--- src/rtl/chain_evt_pkg.sv ---
package chain_evt_pkg;
  localparam int unsigned DEF_NUM_CH = 64;
  localparam int unsigned DEF_WORD_W = 32;

  typedef enum logic [0:0] {
    SRC_ORD   = 1'b0,
    SRC_CHAIN = 1'b1
  } gnt_src_e;
endpackage

--- src/rtl/chain_evt_pick.sv ---
// Lowest-index set-bit finder.
module chain_evt_pick #(
  parameter int unsigned N     = 64,
  parameter int unsigned IDX_W = $clog2(N)
) (
  input  logic [N-1:0]     vec_i,
  output logic             found_o,
  output logic [IDX_W-1:0] idx_o
);
  always_comb begin
    idx_o = '0;
    for (int i = N - 1; i >= 0; i--) begin
      if (vec_i[i]) idx_o = IDX_W'(i);
    end
  end

  assign found_o = |vec_i;
endmodule

--- src/rtl/chain_evt_bits.sv ---
// Chained flags and missed-chain log.
module chain_evt_bits #(
  parameter int unsigned NUM_CH = 64,
  parameter int unsigned CH_W   = $clog2(NUM_CH)
) (
  input  logic              clk_i,
  input  logic              rst_ni,
  input  logic              cc_valid_i,
  input  logic [CH_W-1:0]   cc_chan_i,
  input  logic              cc_chain_i,
  input  logic              ec_valid_i,
  input  logic [CH_W-1:0]   ec_chan_i,
  input  logic              clr_valid_i,
  input  logic [CH_W-1:0]   clr_chan_i,
  input  logic [NUM_CH-1:0] miss_clr_i,
  output logic [NUM_CH-1:0] chained_o,
  output logic [NUM_CH-1:0] missed_o
);
  logic [NUM_CH-1:0] chained_q, missed_q;
  logic [NUM_CH-1:0] set_vec, clr_vec, miss_set;

  always_comb begin
    set_vec = '0;
    clr_vec = '0;
    if (cc_valid_i && cc_chain_i) set_vec[cc_chan_i] = 1'b1;
    if (ec_valid_i)               set_vec[ec_chan_i] = 1'b1;
    if (clr_valid_i)              clr_vec[clr_chan_i] = 1'b1;
  end

  // A chain colliding with acceptance re-arms the flag and is not a miss.
  assign miss_set = set_vec & chained_q & ~clr_vec;

  always_ff @(posedge clk_i or negedge rst_ni) begin
    if (!rst_ni) begin
      chained_q <= '0;
      missed_q  <= '0;
    end else begin
      chained_q <= (chained_q & ~clr_vec) | set_vec;
      missed_q  <= (missed_q & ~miss_clr_i) | miss_set;
    end
  end

  assign chained_o = chained_q;
  assign missed_o  = missed_q;

  AST_MISS_LOG: assert property (@(posedge clk_i) disable iff (!rst_ni)
    (cc_valid_i && cc_chain_i && chained_q[cc_chan_i] &&
     !(clr_valid_i && clr_chan_i == cc_chan_i))
    |=> (missed_q[$past(cc_chan_i)] && chained_q[$past(cc_chan_i)]));

  AST_CHAIN_DROP: assert property (@(posedge clk_i) disable iff (!rst_ni)
    (clr_valid_i && !(cc_valid_i && cc_chain_i && cc_chan_i == clr_chan_i) &&
     !(ec_valid_i && ec_chan_i == clr_chan_i))
    |=> !chained_q[$past(clr_chan_i)]);
endmodule

--- src/rtl/chain_evt_rdport.sv ---
// Registered word read of {missed, chained}.
module chain_evt_rdport #(
  parameter int unsigned NUM_CH    = 64,
  parameter int unsigned WORD_W    = 32,
  parameter int unsigned NUM_WORDS = 2 * NUM_CH / WORD_W,
  parameter int unsigned ADDR_W    = $clog2(NUM_WORDS)
) (
  input  logic                clk_i,
  input  logic                rst_ni,
  input  logic [NUM_CH-1:0]   chained_i,
  input  logic [NUM_CH-1:0]   missed_i,
  input  logic                rd_strobe_i,
  input  logic [ADDR_W-1:0]   rd_addr_i,
  output logic [WORD_W-1:0]   rd_data_o
);
  logic [2*NUM_CH-1:0] all_bits;
  logic [WORD_W-1:0]   rd_sel, rd_q;

  assign all_bits = {missed_i, chained_i};

  always_comb begin
    rd_sel = '0;
    for (int w = 0; w < NUM_WORDS; w++) begin
      if (rd_addr_i == ADDR_W'(w)) rd_sel = all_bits[w*WORD_W +: WORD_W];
    end
  end

  always_ff @(posedge clk_i or negedge rst_ni) begin
    if (!rst_ni)          rd_q <= '0;
    else if (rd_strobe_i) rd_q <= rd_sel;
  end

  assign rd_data_o = rd_q;

  AST_RD_HOLD: assert property (@(posedge clk_i) disable iff (!rst_ni)
    !rd_strobe_i |=> $stable(rd_data_o));
endmodule

--- src/rtl/chain_evt_tracker.sv ---
module chain_evt_tracker
  import chain_evt_pkg::*;
#(
  parameter int unsigned NUM_CH = DEF_NUM_CH,
  parameter int unsigned WORD_W = DEF_WORD_W,
  localparam int unsigned CH_W   = $clog2(NUM_CH),
  localparam int unsigned RD_A_W = $clog2(2 * NUM_CH / WORD_W)
) (
  input  logic              clk_i,
  input  logic              rst_ni,
  input  logic              cc_valid_i,
  input  logic [CH_W-1:0]   cc_chan_i,
  input  logic              cc_chain_i,
  input  logic              ec_valid_i,
  input  logic [CH_W-1:0]   ec_chan_i,
  input  logic [NUM_CH-1:0] evt_pend_i,
  input  logic [NUM_CH-1:0] evt_en_i,
  output logic              gnt_valid_o,
  output logic [CH_W-1:0]   gnt_chan_o,
  output logic              gnt_chained_o,
  input  logic              gnt_accept_i,
  input  logic [NUM_CH-1:0] miss_clr_i,
  input  logic              rd_strobe_i,
  input  logic [RD_A_W-1:0] rd_addr_i,
  output logic [WORD_W-1:0] rd_data_o
);
  logic [NUM_CH-1:0] chained, missed;
  logic [NUM_CH-1:0] ord_vec;
  logic              ch_found, ord_found;
  logic [CH_W-1:0]   ch_idx, ord_idx;
  logic              gnt_valid_q;
  logic [CH_W-1:0]   gnt_chan_q;
  gnt_src_e          gnt_src_q;
  logic              clr_valid;

  assign ord_vec   = evt_pend_i & evt_en_i;
  assign clr_valid = gnt_valid_q && gnt_accept_i && (gnt_src_q == SRC_CHAIN);

  chain_evt_bits #(.NUM_CH(NUM_CH), .CH_W(CH_W)) u_bits (
    .clk_i       (clk_i),
    .rst_ni      (rst_ni),
    .cc_valid_i  (cc_valid_i),
    .cc_chan_i   (cc_chan_i),
    .cc_chain_i  (cc_chain_i),
    .ec_valid_i  (ec_valid_i),
    .ec_chan_i   (ec_chan_i),
    .clr_valid_i (clr_valid),
    .clr_chan_i  (gnt_chan_q),
    .miss_clr_i  (miss_clr_i),
    .chained_o   (chained),
    .missed_o    (missed)
  );

  chain_evt_pick #(.N(NUM_CH), .IDX_W(CH_W)) u_pick_chain (
    .vec_i   (chained),
    .found_o (ch_found),
    .idx_o   (ch_idx)
  );

  chain_evt_pick #(.N(NUM_CH), .IDX_W(CH_W)) u_pick_ord (
    .vec_i   (ord_vec),
    .found_o (ord_found),
    .idx_o   (ord_idx)
  );

  // Grant reloads only from idle: one bubble after each accept.
  always_ff @(posedge clk_i or negedge rst_ni) begin
    if (!rst_ni) begin
      gnt_valid_q <= 1'b0;
      gnt_chan_q  <= '0;
      gnt_src_q   <= SRC_ORD;
    end else if (gnt_valid_q) begin
      if (gnt_accept_i) gnt_valid_q <= 1'b0;
    end else if (ch_found) begin
      gnt_valid_q <= 1'b1;
      gnt_chan_q  <= ch_idx;
      gnt_src_q   <= SRC_CHAIN;
    end else if (ord_found) begin
      gnt_valid_q <= 1'b1;
      gnt_chan_q  <= ord_idx;
      gnt_src_q   <= SRC_ORD;
    end
  end

  assign gnt_valid_o   = gnt_valid_q;
  assign gnt_chan_o    = gnt_chan_q;
  assign gnt_chained_o = (gnt_src_q == SRC_CHAIN);

  chain_evt_rdport #(.NUM_CH(NUM_CH), .WORD_W(WORD_W)) u_rd (
    .clk_i       (clk_i),
    .rst_ni      (rst_ni),
    .chained_i   (chained),
    .missed_i    (missed),
    .rd_strobe_i (rd_strobe_i),
    .rd_addr_i   (rd_addr_i),
    .rd_data_o   (rd_data_o)
  );

  AST_GNT_HOLD: assert property (@(posedge clk_i) disable iff (!rst_ni)
    (gnt_valid_o && !gnt_accept_i)
    |=> (gnt_valid_o && $stable(gnt_chan_o) && $stable(gnt_chained_o)));

  AST_CHAIN_FIRST: assert property (@(posedge clk_i) disable iff (!rst_ni)
    (!gnt_valid_o && ch_found) |=> (gnt_valid_o && gnt_chained_o));

  AST_ORD_ENABLED: assert property (@(posedge clk_i) disable iff (!rst_ni)
    (!gnt_valid_o && !ch_found && ord_found)
    |=> (gnt_valid_o && !gnt_chained_o && $past(evt_en_i[ord_idx])));

  AST_ACCEPT_IDLE: assert property (@(posedge clk_i) disable iff (!rst_ni)
    (gnt_valid_o && gnt_accept_i) |=> !gnt_valid_o);
endmodule

--- config.mk ---
export PLATFORM = sky130hd
export DESIGN_NAME = chain_evt_tracker
export DESIGN_NICKNAME = d
export VERILOG_FILES = /design/src/rtl/chain_evt_pkg.sv /design/src/rtl/chain_evt_pick.sv /design/src/rtl/chain_evt_bits.sv /design/src/rtl/chain_evt_rdport.sv /design/src/rtl/chain_evt_tracker.sv
export SDC_FILE = /design/constraint.sdc
export NUM_CORES = 1
export LEC_CHECK = 0
export ABC_AREA = 1
export BUFFER_PORTS_ARGS = -buffer_cell sky130_fd_sc_hd__buf_2
export CAP_MARGIN = 25
export CORE_ASPECT_RATIO = 0.6
export CORE_MARGIN = 10
export CORE_UTILIZATION = 50
export CTS_BUF_LIST = sky130_fd_sc_hd__clkbuf_8
export DETAILED_ROUTE_END_ITERATION = 6
export PLACE_DENSITY_LB_ADDON = 0.08
export SETUP_SLACK_MARGIN = 0.4
export SYNTH_ARGS = -nofsm -noshare
export SYNTH_HDL_FRONTEND = slang
export SYNTH_SLANG_ARGS = --single-unit
--- constraint.sdc ---
create_clock -name clk_i -period 5.15 [get_ports clk_i]
set_input_delay 0.515 -clock clk_i [delete_from_list [all_inputs] [get_ports clk_i]]
set_output_delay 0.515 -clock clk_i [all_outputs]
set_load 0.01 [all_outputs]
==> results of run 1 <==
[kinds of logic (layout without fill, tap and decap cells)]
| logic type | count (synthesis) | count (layout) | synth area share |
|---|---|---|---|
| AO/OA/AOI/OAI | 321 | 321 | 0.215 |
| buffers and inverters | 231 | 496 | 0.0933 |
| flip-flops | 168 | 168 | 0.446 |
| AND/OR/NAND/NOR | 566 | 566 | 0.246 |
[power by group]
group	switching (mW)	internal, mW
clock network	0.509	0.438
logic	1.14	0.563
registers	0.286	1.62
[critical path: cells and delay by family, from the launching register on]
| family | cells | cell delay, ns |
|---|---|---|
| compound gates | 2 | 0.21 |
| flops | 1 | 0.42 |
| simple gates | 62 | 3.54 |
[cell usage after synthesis (all sizes together)]
cell type | instances | area share
nor3 | 41 | 0.022
nand4 | 5 | 0.0033
o21bai | 1 | 0.00080
a221oi | 33 | 0.031
clkinv | 1 | 0.00040
a211oi | 1 | 0.00080
bufinv | 1 | 0.0019
nand2 | 388 | 0.16
o211ai | 2 | 0.0016
o31ai | 3 | 0.0024
nand3 | 18 | 0.0095
nor4b | 1 | 0.00093
a21oi | 14 | 0.0082
clkbuf | 23 | 0.0091
o22ai | 102 | 0.068
a31oi | 5 | 0.0033
nor2 | 104 | 0.041
nor4 | 9 | 0.0060
a22o | 1 | 0.00093
dfrtp | 168 | 0.45
a311oi | 1 | 0.00093
inv | 206 | 0.082
a22oi | 49 | 0.039
o21ai | 109 | 0.059
[state kept, by name, indices dropped and copies added, names as in the netlist]
| signal | flops |
|---|---|
| u_bits.missed_o | 64 |
| u_bits.chained_o | 64 |
| gnt_chained_o | 1 |
| gnt_chan_o | 6 |
| gnt_valid_o | 1 |
| u_rd.rd_data_o | 32 |
[how the worst max path moves through the flow]
| stage | slack, ns | from | cells past startpoint | endpoint |
|---|---|---|---|---|
| after CTS | 1.03 | u_bits.chained_o[63] | 64 | gnt_chan_o[0] |
| final | 0.84 | u_bits.chained_o[63] | 64 | gnt_chan_o[0] |
| after global placement | 1.12 | u_bits.chained_o[63] | 64 | gnt_chan_o[0] |
| after global routing | 0.42 | u_bits.chained_o[63] | 64 | gnt_chan_o[0] |
| after detailed placement | 1.09 | u_bits.chained_o[63] | 64 | gnt_chan_o[0] |
| after floorplan | 1.72 | evt_pend_i[62] | 65 | gnt_chan_o[0] |
[final cells by class]
cell class | instances | area [um^2]
clock buffers | 18 | 248
clock inverters | 11 | 128
fillers | 1757 | 6920
inverters | 208 | 795
multi-input cells | 887 | 4360
flip-flops and latches | 168 | 4200
well taps | 240 | 300
repair buffers | 259 | 1350
[stage by stage]
stage	area [um^2]	utilization	worst slack, ns	cells
after global routing	11400	0.622	0.418	1791
after global placement	11000	0.598	1.12	1759
final	11400	0.622	0.841	1791
after floorplan	9440	-	1.72	1286
after CTS	11300	0.619	1.03	1788
after detailed placement	11000	0.598	1.09	1759
[metal layers]
layer,part of all wire,wire length (um)
met5,0,0
met4,0.013,489
met3,0.12,4430
met2,0.42,15500
met1,0.44,16300
==> results.cfg, run 1 <==
[pwr]
p_per_area_nw_per_um2 = 401
total_power_mw = 4.56
p_leak_nw = 5.74
peakVddDrop_mv = 0.259

[routing]
detail_route.iter0.violations = 1282
routed_via_density = 5.63
routed-via-count = 10100
wire_per_inst_um = 20.5
ant_nets = 0
first_pass_iters = 7
wl_um = 36700
drc = 1

[clock_network]
path_clk_slew_ns = 0.09
cts_setup_buffers = 0
cts_tree = built
numClockSinks = 168
cts_max_level = 4
ctsResizeCount = 0
clockBufferDepth = 2
cts_root_buf = clkbuf_8
cts_buffers = 17
clk_latency_ns = 0.49
cts_hold_buffers = 0

[layout]
area_growth_pct = 20.7
final_cell_mix = nand2_1, buf_2, inv_1, dfrtp_1, nor2_1
final_common_cell = nand2_1
drive_above_1_share = 0.215
diodes = 0
fin_nets = 1754

[timing]
finalMaxSlewViolations = 0
worst_pin_slew_ns = 1.07
finalCritPeriodShare = 0.837
max_freq_ghz = 0.232
setup_viol = 0
hold_viol = 0
slew_headroom = 0.278
grt_setup_unrepaired = false
finalSetupTns_ns = 0
holdWs_ns = 0.0826
finalCriticalPeriod_ns = 4.31
skew_ns = 0.0136

[global_route]
met2_usage = 0.423
grt_max_degree = 93
grt_usage = 0.291
busiest_layer = met2
antenna_found_initial = 0
grt_pass1_vias = 9830
grt_pass1_wl_um = 56200
overflow = 0
met3_usage = 0.0937
grt_use_met1 = 0.412

[die]
num_rows = 38
coreArea_um2 = 18300
die_height_um = 126
die_w_um = 197
die_area_um2 = 24900
start_util = 0.516
io_pins = 253

[worst_setup_path]
critPathArrivalTime_ns = 4.68
critical_path.reg2reg.endpoint = gnt_chan_o[0]
reg2reg_from = u_bits.chained_o[63]
crit_required_ns = 5.52
cp_max_fo = 4
cp_slowest_stage_delay_ns = 0.42
end_kind = flop
critPathLaunchType = flop
r2r_slack_ns = 0.84
slowest_stage = dfrtp_1
critPathKind = reg2reg
r2r_cells = 64
crit_top_cell = nand2_1

[synthesis]
synthCells = 1286
ys_types = 30
syn_area_um2 = 9440
synth_warnings = 0
syn_area_per_cell_um2 = 7.34
seq_area_frac_synth = 0.446
synth_fp_nets = 1499
synth_seq_cells = 168

[status]
status = finished, violations left
failed_checks = design-rule violations

[min_path]
hold_path.class = in2async

[place]
place.port_buffers = 252
gp_congestion = 1.01
place.detailed.hpwl_um = 29200

[job]
drv_cap = 0
No activity file was read; power rests on OpenSTA's default activity.
==> run 2, diff against run 1 <==
Clock period 5.15 ns to 4.5 ns, I/O delays scaled along.
==> run 2 against run 1 <==
Compared with the run above:
- the run now ends clean
- critical endpoint unchanged
- largest power group unchanged
- worst setup slack worse by 0.57 ns
- sequential power is 14% higher
- worst hold slack worse by 0.069 ns
==> results.cfg, run 2 (synthesis gave the netlist of run 1 again) <==
[die]
coreArea_um2 = 18300
die_area_um2 = 24900
num_rows = 38
die_height_um = 126
start_util = 0.516
io_pins = 253
die_w_um = 197

[timing]
grt_setup_unrepaired = true
holdWs_ns = 0.0140
slew_headroom = 0.313
worst_pin_slew_ns = 1.02
finalCriticalPeriod_ns = 4.23
hold_viol = 0
skew_ns = 0.0223
finalCritPeriodShare = 0.939
setup_viol = 0
finalSetupTns_ns = 0
max_freq_ghz = 0.237
finalMaxSlewViolations = 0

[worst_setup_path]
critPathArrivalTime_ns = 4.60
end_kind = flop
cp_max_fo = 2
slowest_stage = dfrtp_1
r2r_slack_ns = 0.27
critPathLaunchType = flop
crit_top_cell = nand2_1
r2r_cells = 64
cp_slowest_stage_delay_ns = 0.40
critPathKind = reg2reg
crit_required_ns = 4.88

[pwr]
total_power_mw = 5.26
p_per_area_nw_per_um2 = 459
peakVddDrop_mv = 0.267
p_leak_nw = 5.79

[clock_network]
cts_max_level = 4
cts_tree = built
cts_root_buf = clkbuf_8
clockBufferDepth = 2
clk_latency_ns = 0.50
numClockSinks = 168
cts_buffers = 17
cts_hold_buffers = 0
path_clk_slew_ns = 0.10

[layout]
drive_above_1_share = 0.222
final_core_util = 0.627
final_cells = 1799
area_growth_pct = 21.6
diodes = 0
final_cell_mix = nand2_1, buf_2, inv_1, dfrtp_1, nor2_1
final_common_cell = nand2_1
fin_nets = 1759

[place]
place.port_buffers = 252
gp_congestion = 1.02
place.detailed.hpwl_um = 30100
place_inst = 1760

[global_route]
antenna_found_initial = 0
grt_max_degree = 94
grt_pass1_vias = 10000
overflow = 0
grt_pass1_wl_um = 56700
grt_usage = 0.296

[routing]
drc = 0
routed_via_density = 5.68
wl_um = 37600
wire_per_inst_um = 20.9
ant_nets = 0
detail_route.iter0.violations = 1178
first_pass_iters = 5
routed-via-count = 10200

[min_path]
hold_path.class = in2async

[status]
status = complete, no violations

[job]
drv_cap = 0
[run 2: cell types whose count changed in the layout (fill, tap and decap cells not counted), sizes merged]
cell / change
buf: +6
inv: +4
bufinv: -1
clkinvlp: -1
[run 2: metrics by stage]
step                cell area [um^2]  setup slack (ns)
floorplan                       9440              1.13
global placement               11000             0.483
detailed placement             11000             0.403
CTS                            11400             0.396
global route                   11500            -0.298
finish                         11500             0.272
[run 2: routing by layer]
metal  track usage  vias to the layer above  share of wire
li1              -                     4835              -
met1         0.395                     4778           0.43
met2         0.442                      560           0.43
met3         0.124                       43           0.13
met4        0.0630                        0          0.012
met5             0                        -              0
[run 2: where the power goes]
part	internal [mW]	switching, mW
clock network	0.472	0.601
registers	1.86	0.318
logic	0.670	1.34
total	3.00	2.26
[run 2: final timing paths]
path	start	endpoint
setup / recovery	u_bits.chained_o[63]	gnt_chan_o[0]
hold / removal	rst_ni	u_rd.rd_data_o[23]
setup reg to reg	u_bits.chained_o[63]	gnt_chan_o[0]
hold reg to reg	u_rd.rd_data_o[14]	u_rd.rd_data_o[14]
max in group asynchronous	rst_ni	u_rd.rd_data_o[1]
min in group clk_i	miss_clr_i[47]	u_bits.missed_o[47]
[run 2: layout make-up]
type | count | area (um^2)
inverters | 208 | 795
clock buffers | 19 | 262
clock inverters | 13 | 116
well taps | 240 | 300
repair buffers | 264 | 1420
fillers | 1729 | 6830
flip-flops and latches | 168 | 4200
multi-input cells | 887 | 4380
[run 2: worst max-delay path, delay by kind of cell, from the launching register on]
family	cells	cell delay, ns
AND/OR/NAND/NOR	62	3.49
flip-flops	1	0.40
AO/OA/AOI/OAI	2	0.22
[run 2: timing repair]
item,in CTS,in global routing
pin swaps,0,2
gates resized for setup,0,6
buffers inserted,3,1
hold endpoints to repair,0,0
setup endpoints to repair,1,4
==> run 3, diff against run 2 <==
Settings changed: BUFFER_PORTS_ARGS -buffer_cell sky130_fd_sc_hd__buf_2 to -buffer_cell sky130_fd_sc_hd__buf_4.
==> run 3 against run 2 <==
Compared with the run above:
- the run now ends with design-rule violations left
- register-to-register slack improved by 0.096 ns
- sequential share of layout area is 1.8 points lower
- via count rose by 1.9%
- first-iteration DRC count is 3.7% lower
- total power rose by 3.4%
- combinational power up 3%
- final cell count shrank 0.17%
- global-route usage is 0.099 points higher
- critical endpoint unchanged
- highest routed layer unchanged
==> results.cfg, run 3 (synthesis gave the netlist of run 1 again) <==
[worst_setup_path]
reg2reg_from = u_bits.chained_o[61]
crit_top_cell = nand2_1
critPathKind = reg2reg
cp_max_fo = 3
r2r_cells = 64
slowest_stage = dfrtp_1
end_kind = flop
r2r_slack_ns = 0.37
critPathLaunchType = flop
crit_required_ns = 4.88
critical_path.reg2reg.endpoint = gnt_chan_o[0]
critPathArrivalTime_ns = 4.51
cp_slowest_stage_delay_ns = 0.41

[pwr]
clock_power_share = 0.214
p_comb_frac = 0.383
switching_share = 0.416
p_leak_nw = 5.96
p_int_mw = 3.18
p_switching_mw = 2.26
seq_power_share = 0.404
peakVddDrop_mv = 0.218
p_per_area_nw_per_um2 = 452

[timing]
holdWs_ns = 0.0297
max_freq_ghz = 0.242
worst_pin_slew_ns = 1.07
hold_viol = 0
finalCriticalPeriod_ns = 4.13
skew_ns = 0.0221
finalMaxSlewViolations = 0
finalCritPeriodShare = 0.918
slew_headroom = 0.284
setup_viol = 0
grt_setup_unrepaired = true

[min_path]
hold_path.class = in2async

[clock_network]
cts_setup_buffers = 0
cts_buffers = 17
cts_root_buf = clkbuf_8
path_clk_slew_ns = 0.09
cts_hold_buffers = 0
cts_max_level = 4
cts_tree = built
numClockSinks = 168
clockBufferDepth = 2
clk_latency_ns = 0.49

[place]
gp_congestion = 1.05
place.detailed.hpwl_um = 30200
place_inst = 1761
place.port_buffers = 252

[layout]
fin_nets = 1756
multi_input_area_um2 = 4370
drive_above_1_share = 0.219
final_core_util = 0.659
area.sequential_um2 = 4200
diodes = 0
final_cell_mix = nand2_1, buf_4, inv_1, dfrtp_1, nor2_1
final_cells = 1796
final_common_cell = nand2_1
fillers = 1636
area_growth_pct = 27.7

[die]
coreArea_um2 = 18300
num_rows = 38
die_height_um = 126
die_area_um2 = 24900
io_pins = 253
die_w_um = 197
start_util = 0.516

[routing]
routed_via_density = 5.80
wl_um = 38000
drc = 2
first_pass_iters = 7
wire_per_inst_um = 21.1
ant_nets = 0
routed-via-count = 10400
detail_route.iter0.violations = 1135

[global_route]
overflow = 0
antenna_found_initial = 0
grt_usage = 0.297
grt_pass1_vias = 10300
grt_max_degree = 95
grt_pass1_wl_um = 57100

[job]
drv_cap = 0

[status]
status = finished, violations left
failed_checks = design-rule violations
[run 3: power groups by stage]
stage          Sequential, mW  Clock, mW  Combinational (mW)
2_1_floorplan            2.14          0                1.17
3_3_place_gp             2.19          0                1.99
3_5_place_dp             2.20          0                2.02
4_1_cts                  2.18       1.17                2.02
5_1_grt                  2.24       1.23                2.30
6_report                 2.20       1.16                2.08
[run 3: how the worst max path moves through the flow]
stage / cells after the start / slack [ns] / from / to
after floorplan: 65 / 1.13 / evt_pend_i[62] / gnt_chan_o[0]
after global placement: 65 / 0.51 / u_bits.chained_o[62] / gnt_chan_o[0]
after detailed placement: 65 / 0.46 / u_bits.chained_o[62] / gnt_chan_o[0]
after CTS: 65 / 0.44 / u_bits.chained_o[62] / gnt_chan_o[0]
after global routing: 65 / -0.18 / u_bits.chained_o[62] / gnt_chan_o[0]
final: 64 / 0.37 / u_bits.chained_o[61] / gnt_chan_o[0]
[run 3: cell type report]
| cell class | instances | area share |
|---|---|---|
| Sequential cell | 168 | 0.349 |
| Clock buffer | 18 | 0.0206 |
| Timing Repair Buffer | 261 | 0.163 |
| Inverter | 208 | 0.0659 |
| Multi-Input combinational cell | 887 | 0.362 |
| Clock inverter | 14 | 0.0143 |
| Tap cell | 240 | 0.0249 |
[run 3: per-layer routing]
layer | routed length (um) | track usage | up-vias
li1 | - | - | 4823
met1 | 15800 | 0.385 | 4913
met2 | 16300 | 0.442 | 616
met3 | 5000 | 0.130 | 63
met4 | 858 | 0.0842 | 0
met5 | 0 | 0 | -
[run 3: through the flow]
| step | cell area, um^2 | TNS (ns) | power, mW | setup WS, ns |
|---|---|---|---|---|
| after floorplan | 9440 | 0 | 3.31 | 1.13 |
| after global placement | 11600 | 0 | 4.17 | 0.514 |
| after detailed placement | 11600 | 0 | 4.21 | 0.459 |
| after CTS | 12000 | 0 | 5.37 | 0.436 |
| after global routing | 12100 | -0.176 | 5.77 | -0.176 |
| final | 12100 | 0 | 5.44 | 0.369 |
[run 3: what timing repair did]
item                                    CTS  global route
endpoints found under the setup margin    0             1
resized for setup                         0             4
hold endpoints to repair                  0             0
[run 3: worst max-delay path, delay by kind of cell, from the launching register on]
family                 cells  cell delay [ns]
AO/OA/AOI/OAI              2             0.20
AND/OR/NAND/NOR           61             3.33
flip-flops                 1             0.41
buffers and inverters      1             0.07
